==> src/rtl/dbg_event_pkg.sv <==
package dbg_event_pkg;
  localparam int ST_W    = 3;
  localparam int BIT_BRT = 0;
  localparam int BIT_TRP = 1;
  localparam int BIT_IMP = 2;

  typedef enum logic [2:0] {
    RES_NONE,
    RES_HALT,
    RES_INTR,
    RES_MASKED,
    RES_TRACE
  } resolve_e;

  typedef struct packed {
    logic            suppress;
    logic            stop;
    logic            dbg_irq;
    logic            prog_irq;
    logic            trace;
    logic [ST_W-1:0] set;
  } action_t;
endpackage

==> src/rtl/dbg_mode_resolve.sv <==
module dbg_mode_resolve
  import dbg_event_pkg::*;
(
  input  logic     mode_ext_i,
  input  logic     mode_wait_i,
  input  logic     mode_int_i,
  input  logic     mode_trace_i,
  input  logic     de_i,
  output resolve_e res_o
);
  // Halt modes first, then internal, trace only when the others are idle.
  always_comb begin
    if (mode_ext_i || mode_wait_i) res_o = RES_HALT;
    else if (mode_int_i)           res_o = de_i ? RES_INTR : RES_MASKED;
    else if (mode_trace_i)         res_o = RES_TRACE;
    else                           res_o = RES_NONE;
  end
endmodule

==> src/rtl/dbg_event_decide.sv <==
module dbg_event_decide
  import dbg_event_pkg::*;
(
  input  logic     accept_i,
  input  logic     brt_hit_i,
  input  logic     trp_hit_i,
  input  resolve_e res_i,
  output action_t  act_o
);
  logic brt_ev, trp_ev, any_ev;
  logic [ST_W-1:0] plain_set;

  assign brt_ev = accept_i && brt_hit_i;
  assign trp_ev = accept_i && trp_hit_i;
  assign any_ev = brt_ev || trp_ev;

  always_comb begin
    plain_set          = '0;
    plain_set[BIT_BRT] = brt_ev;
    plain_set[BIT_TRP] = trp_ev;
  end

  always_comb begin
    act_o = '0;
    unique case (res_i)
      RES_HALT: begin
        act_o.suppress = any_ev;
        act_o.stop     = any_ev;
        act_o.set      = plain_set;
      end
      RES_INTR: begin
        act_o.suppress = any_ev;
        act_o.dbg_irq  = any_ev;
        act_o.set      = plain_set;
      end
      RES_MASKED: begin
        // Branch events vanish here; traps go imprecise.
        act_o.suppress     = trp_ev;
        act_o.prog_irq     = trp_ev;
        act_o.set[BIT_TRP] = trp_ev;
        act_o.set[BIT_IMP] = trp_ev;
      end
      RES_TRACE: begin
        act_o.trace = any_ev;
        act_o.set   = plain_set;
      end
      default: act_o = '0;
    endcase
  end
endmodule

==> src/rtl/dbg_status_reg.sv <==
module dbg_status_reg
  import dbg_event_pkg::*;
(
  input  logic            clk,
  input  logic            rst_n,
  input  logic [ST_W-1:0] set_i,
  input  logic            clr_valid_i,
  input  logic [ST_W-1:0] clr_mask_i,
  output logic [ST_W-1:0] status_o
);
  for (genvar k = 0; k < ST_W; k++) begin : g_bit
    always_ff @(posedge clk) begin
      if (!rst_n)                            status_o[k] <= 1'b0;
      else if (set_i[k])                     status_o[k] <= 1'b1;
      else if (clr_valid_i && clr_mask_i[k]) status_o[k] <= 1'b0;
    end
  end


  set_beats_clear_chk: assert property (@(posedge clk) disable iff (!rst_n)
    (set_i != '0) |=> ((status_o & $past(set_i)) == $past(set_i)));
endmodule

==> src/rtl/dbg_stop_ctl.sv <==
module dbg_stop_ctl #(
  parameter int ADDR_W = 32
) (
  input  logic              clk,
  input  logic              rst_n,
  input  logic              stop_i,
  input  logic [ADDR_W-1:0] addr_i,
  input  logic              resume_i,
  output logic              stopped_o,
  output logic [ADDR_W-1:0] stop_pc_o
);
  always_ff @(posedge clk) begin
    if (!rst_n) begin
      stopped_o <= 1'b0;
      stop_pc_o <= '0;
    end else if (stop_i) begin
      stopped_o <= 1'b1;
      stop_pc_o <= addr_i;
    end else if (resume_i) begin
      stopped_o <= 1'b0;
    end
  end


  stop_hold_chk: assert property (@(posedge clk) disable iff (!rst_n)
    (stopped_o && !resume_i) |=> (stopped_o && $stable(stop_pc_o)));
endmodule

==> src/rtl/dbg_irq_gen.sv <==
module dbg_irq_gen
  import dbg_event_pkg::*;
#(
  parameter int ADDR_W = 32
) (
  input  logic              clk,
  input  logic              rst_n,
  input  action_t           act_i,
  input  resolve_e          res_i,
  input  logic              de_i,
  input  logic              trap_pending_i,
  input  logic [ADDR_W-1:0] addr_i,
  output logic              dbg_irq_o,
  output logic [ADDR_W-1:0] ret_addr_o,
  output logic              prog_irq_o,
  output logic              trace_o
);
  logic de_q;
  logic late_irq;

  // Delayed interrupt: enable rises in internal mode with a trap still logged.
  assign late_irq = (res_i == RES_INTR) && !de_q && trap_pending_i;

  always_ff @(posedge clk) begin
    if (!rst_n) begin
      de_q       <= 1'b0;
      dbg_irq_o  <= 1'b0;
      prog_irq_o <= 1'b0;
      trace_o    <= 1'b0;
      ret_addr_o <= '0;
    end else begin
      de_q       <= de_i;
      dbg_irq_o  <= act_i.dbg_irq || late_irq;
      prog_irq_o <= act_i.prog_irq;
      trace_o    <= act_i.trace;
      if (act_i.dbg_irq) ret_addr_o <= addr_i;
    end
  end


  irq_exclusive_chk: assert property (@(posedge clk) disable iff (!rst_n)
    !(dbg_irq_o && prog_irq_o));
endmodule

==> src/rtl/dbg_event_ctl.sv <==
module dbg_event_ctl
  import dbg_event_pkg::*;
#(
  parameter int ADDR_W = 32
) (
  input  logic              clk,
  input  logic              rst_n,
  input  logic              instr_valid,
  output logic              instr_ready,
  input  logic [ADDR_W-1:0] instr_addr,
  input  logic              instr_br_taken,
  input  logic              instr_trap_met,
  input  logic              ctl_brt_en,
  input  logic              ctl_trap_en,
  input  logic              mode_ext,
  input  logic              mode_wait,
  input  logic              mode_int,
  input  logic              mode_trace,
  input  logic              msr_de,
  input  logic              sts_clr_valid,
  input  logic [ST_W-1:0]   sts_clr_mask,
  input  logic              resume,
  output logic [ST_W-1:0]   dbg_status,
  output logic              suppress,
  output logic              stopped,
  output logic [ADDR_W-1:0] stop_pc,
  output logic              dbg_irq,
  output logic [ADDR_W-1:0] dbg_ret_addr,
  output logic              prog_irq,
  output logic              trace_pulse
);
  resolve_e res;
  action_t  act;
  logic     accept;

  assign instr_ready = !stopped;
  assign accept      = instr_valid && instr_ready;
  assign suppress    = act.suppress;

  dbg_mode_resolve u_resolve (
    .mode_ext_i   (mode_ext),
    .mode_wait_i  (mode_wait),
    .mode_int_i   (mode_int),
    .mode_trace_i (mode_trace),
    .de_i         (msr_de),
    .res_o        (res)
  );

  dbg_event_decide u_decide (
    .accept_i  (accept),
    .brt_hit_i (instr_br_taken && ctl_brt_en),
    .trp_hit_i (instr_trap_met && ctl_trap_en),
    .res_i     (res),
    .act_o     (act)
  );

  dbg_status_reg u_status (
    .clk         (clk),
    .rst_n       (rst_n),
    .set_i       (act.set),
    .clr_valid_i (sts_clr_valid),
    .clr_mask_i  (sts_clr_mask),
    .status_o    (dbg_status)
  );

  dbg_stop_ctl #(.ADDR_W(ADDR_W)) u_stop (
    .clk       (clk),
    .rst_n     (rst_n),
    .stop_i    (act.stop),
    .addr_i    (instr_addr),
    .resume_i  (resume),
    .stopped_o (stopped),
    .stop_pc_o (stop_pc)
  );

  dbg_irq_gen #(.ADDR_W(ADDR_W)) u_irq (
    .clk            (clk),
    .rst_n          (rst_n),
    .act_i          (act),
    .res_i          (res),
    .de_i           (msr_de),
    .trap_pending_i (dbg_status[BIT_TRP]),
    .addr_i         (instr_addr),
    .dbg_irq_o      (dbg_irq),
    .ret_addr_o     (dbg_ret_addr),
    .prog_irq_o     (prog_irq),
    .trace_o        (trace_pulse)
  );


  trace_no_suppress_chk: assert property (@(posedge clk) disable iff (!rst_n)
    (mode_trace && !mode_ext && !mode_wait && !mode_int) |-> !suppress);


  stopped_no_accept_chk: assert property (@(posedge clk) disable iff (!rst_n)
    stopped |-> (!suppress && !instr_ready));
endmodule

==> config.mk <==
export PLATFORM = sky130hd
export DESIGN_NAME = dbg_event_ctl
export DESIGN_NICKNAME = d
export VERILOG_FILES = /design/src/rtl/dbg_event_pkg.sv /design/src/rtl/dbg_mode_resolve.sv /design/src/rtl/dbg_event_decide.sv /design/src/rtl/dbg_status_reg.sv /design/src/rtl/dbg_stop_ctl.sv /design/src/rtl/dbg_irq_gen.sv /design/src/rtl/dbg_event_ctl.sv
export SDC_FILE = /design/constraint.sdc
export NUM_CORES = 1
export LEC_CHECK = 0
export ABC_AREA = 1
export BUFFER_PORTS_ARGS = -buffer_cell sky130_fd_sc_hd__buf_2
export CAP_MARGIN = 20
export CELL_PAD_IN_SITES_DETAIL_PLACEMENT = 1
export CELL_PAD_IN_SITES_GLOBAL_PLACEMENT = 2
export CORE_UTILIZATION = 26
export CTS_BUF_LIST = sky130_fd_sc_hd__clkbuf_4 sky130_fd_sc_hd__clkbuf_8
export DETAILED_ROUTE_END_ITERATION = 6
export PLACE_DENSITY = 0.87
export SLEW_MARGIN = 30
export SYNTH_ARGS = -nofsm -noshare
export SYNTH_HDL_FRONTEND = slang
export SYNTH_SLANG_ARGS = --single-unit
export TNS_END_PERCENT = 50
==> constraint.sdc <==
create_clock -name clk -period 1.5 [get_ports clk]
set_input_delay 0.225 -clock clk [delete_from_list [all_inputs] [get_ports clk]]
set_output_delay 0.225 -clock clk [all_outputs]
set_load 0.1 [all_outputs]
==> metrics.txt <==
# TYPE chip_impl_metric gauge
chip_impl_info{name="outcome",value="finished with violations"} 1
chip_impl_info{name="violations_in_the_final_reports",value="DRC, setup timing"} 1
chip_impl_metric{name="max_slew.worst_pin.slew",unit="ps"} 515
chip_impl_metric{name="layout.core_utilization",unit="%"} 37.3
chip_impl_metric{name="sequential_element_share_of_the_synthesized_area",unit="%"} 45.8
chip_impl_info{name="synth_top_family_by_area",value="simple AND/OR/NAND/NOR gates"} 1
chip_impl_metric{name="post_synth.cell_area_avg",unit="µm²"} 7.11
chip_impl_metric{name="route.final.wire_length",unit="mm"} 9.69
chip_impl_metric{name="max_clock_buf_depth",unit=""} 2
chip_impl_metric{name="std_cell_rows",unit=""} 39
chip_impl_metric{name="drt_iter0_markers",unit=""} 119
chip_impl_metric{name="place_hpwl",unit="mm"} 6.46
chip_impl_metric{name="vdd.ir_drop.worst",unit="µV"} 427
chip_impl_metric{name="syn_nets",unit=""} 491
chip_impl_metric{name="synth-adder-area-share",unit="%"} 0
chip_impl_metric{name="yosys_register_bits",unit=""} 72
chip_impl_metric{name="final_antenna_net_count",unit=""} 0
chip_impl_metric{name="share_of_cell_area_taken_by_muxes_after_synthesis",unit="%"} 0
chip_impl_metric{name="powerDensity",unit="nW/µm²"} 1120
chip_impl_metric{name="place.port_buffers",unit=""} 121
chip_impl_metric{name="antenna_violations_before_repair",unit=""} 0
chip_impl_info{name="crit_path_end_kind",value="primary output"} 1
chip_impl_metric{name="start_util",unit="%"} 27.1
chip_impl_metric{name="grt_max_degree",unit=""} 58
chip_impl_info{name="layout_common_cells",value="120 x sky130_fd_sc_hd__buf_2, 78 x sky130_fd_sc_hd__nand2_1, 71 x sky130_fd_sc_hd__dfxtp_1"} 1
chip_impl_metric{name="total_power",unit="mW"} 4.87
chip_impl_metric{name="drv_slew",unit=""} 0
chip_impl_metric{name="fmax",unit="GHz"} 0.606
chip_impl_info{name="critical_path_class",value="flop to primary output"} 1
chip_impl_metric{name="path_max_fanout",unit=""} 4
chip_impl_metric{name="worst-endpoint-required",unit="ps"} 1270
chip_impl_metric{name="grt_overflow_total",unit=""} 0
chip_impl_info{name="unrepaired_setup_endpoints_after_global_routing",value="true"} 1
chip_impl_metric{name="area_share_of_the_leading_cell_type_in_the_synthesized_netlist",unit="%"} 45.8
chip_impl_metric{name="setup_viol_count_final",unit=""} 1
chip_impl_metric{name="wire_length_of_the_first_global_routing_pass",unit="mm"} 15.1
chip_impl_metric{name="synth-compound-area-share",unit="%"} 11.8
chip_impl_metric{name="cell_variety_after_synth",unit=""} 20
chip_impl_metric{name="max_cap_viol_count",unit=""} 0
chip_impl_metric{name="yosys.area_share.simple",unit="%"} 30.0
chip_impl_metric{name="gr-usage-all-layers",unit="%"} 15.1
chip_impl_info{name="cts_tree",value="done"} 1
chip_impl_metric{name="fin_skew",unit="ps"} 5.89
chip_impl_metric{name="setup-tns-final",unit="ps"} -150
chip_impl_metric{name="post_synth_xor_area_fraction",unit="%"} 0
chip_impl_metric{name="report.final.hold_viol_count",unit=""} 0
chip_impl_metric{name="final_layout_size_suffix_gt1_share",unit="%"} 30.5
chip_impl_metric{name="worst-endpoint-arrival",unit="ps"} 1430
chip_impl_metric{name="final.min_clock_period",unit="ps"} 1650
chip_impl_metric{name="clk_latency",unit="ps"} 350
chip_impl_metric{name="clock_tree.htree_level_count",unit=""} 3
chip_impl_info{name="mostFrequentLayoutCell",value="sky130_fd_sc_hd__buf_2"} 1
chip_impl_metric{name="numCtsBuffers",unit=""} 9
chip_impl_metric{name="via_per_inst",unit=""} 4.55
chip_impl_info{name="hold_class",value="input port to flop"} 1
chip_impl_metric{name="route.vias.total",unit=""} 3218
chip_impl_metric{name="placement.setup.worst_slack",unit="ps"} 122
chip_impl_metric{name="fp.coreArea",unit="µm²"} 11600
chip_impl_info{name="post-synth-top-area-cell",value="sky130_fd_sc_hd__dfxtp_1"} 1
chip_impl_metric{name="finalNetCount",unit=""} 608
chip_impl_metric{name="postSynthCellCount",unit=""} 442
chip_impl_metric{name="leakagePower",unit="nW"} 2.17
chip_impl_metric{name="tritoncts_num_sinks",unit=""} 72
chip_impl_metric{name="drc",unit=""} 8
chip_impl_metric{name="gp_routability_congestion",unit=""} 0.795
chip_impl_metric{name="chipHeight",unit="µm"} 112
chip_impl_metric{name="die_width",unit="µm"} 112
chip_impl_info{name="leading_post_synthesis_cells_by_cell_area",value="sky130_fd_sc_hd__dfxtp_1 46%, sky130_fd_sc_hd__a21oi_1 11%, sky130_fd_sc_hd__nand3_1 11%"} 1
chip_impl_metric{name="i_o_pin_total",unit=""} 122
chip_impl_metric{name="cts.reportedPaths.clkPinSlew",unit="ps"} 70
chip_impl_metric{name="fin_crit_sh",unit="%"} 110
chip_impl_metric{name="number_of_detailed_routing_iterations_run_before_antenna_repair",unit=""} 6
chip_impl_metric{name="postLayoutSetupSlackWorst",unit="ps"} -150
chip_impl_metric{name="antenna-diode-count",unit=""} 0
chip_impl_metric{name="avgRoutedWirePerCell",unit="µm"} 13.7
chip_impl_metric{name="fp.dieArea",unit="µm²"} 12500
chip_impl_info{name="setup.worst_path.start_class",value="flop"} 1
chip_impl_info{name="cts_root_buf",value="sky130_fd_sc_hd__clkbuf_8"} 1
chip_impl_metric{name="syn2layout_area_growth",unit="%"} 37.6
chip_impl_metric{name="syn-cell-area",unit="µm²"} 3140
chip_impl_metric{name="vias_in_the_first_global_route",unit=""} 3132
chip_impl_metric{name="slew_headroom",unit="%"} 65.9
chip_impl_metric{name="yosys_warnings",unit=""} 0
path summary, 6_finish.rpt:
path / from / endpoint / slack (ps) / cells after the start
max: u_stop.stopped_o$_SDFFE_PN0P_ / suppress / -150 / 7
min: msr_de / u_irq.de_q$_SDFF_PN0_ / 100 / 3
max reg2reg: u_stop.stopped_o$_SDFFE_PN0P_ / u_irq.ret_addr_o[22]$_SDFFE_PN0P_ / 40 / 9
min reg2reg: u_stop.stop_pc_o[21]$_SDFFE_PN0P_ / u_stop.stop_pc_o[21]$_SDFFE_PN0P_ / 480 / 2
cells in the mapped netlist:
master / instances
sky130_fd_sc_hd__nand2_1: 80
sky130_fd_sc_hd__dfxtp_1: 72
sky130_fd_sc_hd__nand2_2: 2
sky130_fd_sc_hd__buf_2: 9
sky130_fd_sc_hd__clkbuf_1: 3
sky130_fd_sc_hd__nor2_4: 1
sky130_fd_sc_hd__nor2_1: 70
sky130_fd_sc_hd__nand4_1: 2
sky130_fd_sc_hd__buf_4: 11
sky130_fd_sc_hd__or2_2: 1
sky130_fd_sc_hd__nand3_1: 66
sky130_fd_sc_hd__a21oi_4: 1
sky130_fd_sc_hd__a21oi_1: 68
sky130_fd_sc_hd__buf_1: 6
sky130_fd_sc_hd__inv_1: 39
sky130_fd_sc_hd__o21ai_0: 1
sky130_fd_sc_hd__buf_6: 7
sky130_fd_sc_hd__a21oi_2: 1
sky130_fd_sc_hd__inv_2: 1
sky130_fd_sc_hd__nor2_2: 1
per-layer routing:
layer | part of all wire [%] | wire (µm) | up-vias | track usage, %
li1 | - | - | 1635 | -
met3 | 6.1 | 587 | 18 | 4.63
met2 | 44 | 4230 | 84 | 23.2
met5 | 0 | 0 | - | 0
met1 | 48 | 4630 | 1481 | 19.0
met4 | 2.5 | 246 | 0 | 8.00
kinds of logic (layout without fill, tap and decap cells):
kind of cell | count (synthesis) | count (layout)
compound gates | 71 | 71
buf+inv | 76 | 198
flops | 72 | 72
simple gates | 223 | 223
critical path, cell delays in order (launching register included):
cell,delay (ps)
sky130_fd_sc_hd__dfxtp_4,380
sky130_fd_sc_hd__inv_12,60
sky130_fd_sc_hd__nand2_8,50
sky130_fd_sc_hd__a21oi_4,130
sky130_fd_sc_hd__buf_12,130
sky130_fd_sc_hd__nand2_8,50
sky130_fd_sc_hd__nand3_4,90
sky130_fd_sc_hd__buf_12,170
flip-flops by register name, indices dropped and copies added, names as in the netlist:
register           count
u_irq.ret_addr_o      32
u_irq.prog_irq_o       1
u_status.status_o      3
u_stop.stop_pc_o      32
u_irq.dbg_irq_o        1
u_irq.trace_o          1
u_irq.de_q             1
u_stop.stopped_o       1
final cells by class:
cell class	instances	area, µm²
fill	1510	7290
sequential	72	1450
multi-input combinational	294	1380
timing repair buffer	142	953
tap	143	179
clock buffer	13	166
inverter	40	163
clock inverter	3	40.0
power breakdown:
group / total (mW) / internal [mW] / switching, mW
clock network: 1.62 / 0.892 / 0.732
registers: 2.03 / 1.99 / 0.0398
logic: 1.22 / 0.297 / 0.918
what timing repair did:
item	CTS	global route
hold buffers	0	0
buffers inserted	4	1
resized for setup	6	3
pin swaps	2	3
endpoints found under the setup margin	1	63
cloned	0	4
metrics by stage:
step | instance area [µm²] | std cells | hold WS [ps]
final | 4330 | 707 | 104
after global routing | 4330 | 707 | 96.0
after CTS | 4220 | 703 | 71.7
after detailed placement | 3960 | 683 | 462
after global placement | 3960 | 683 | 455
after floorplan | 3200 | 442 | 323
No activity file was read; power rests on OpenSTA's default activity.
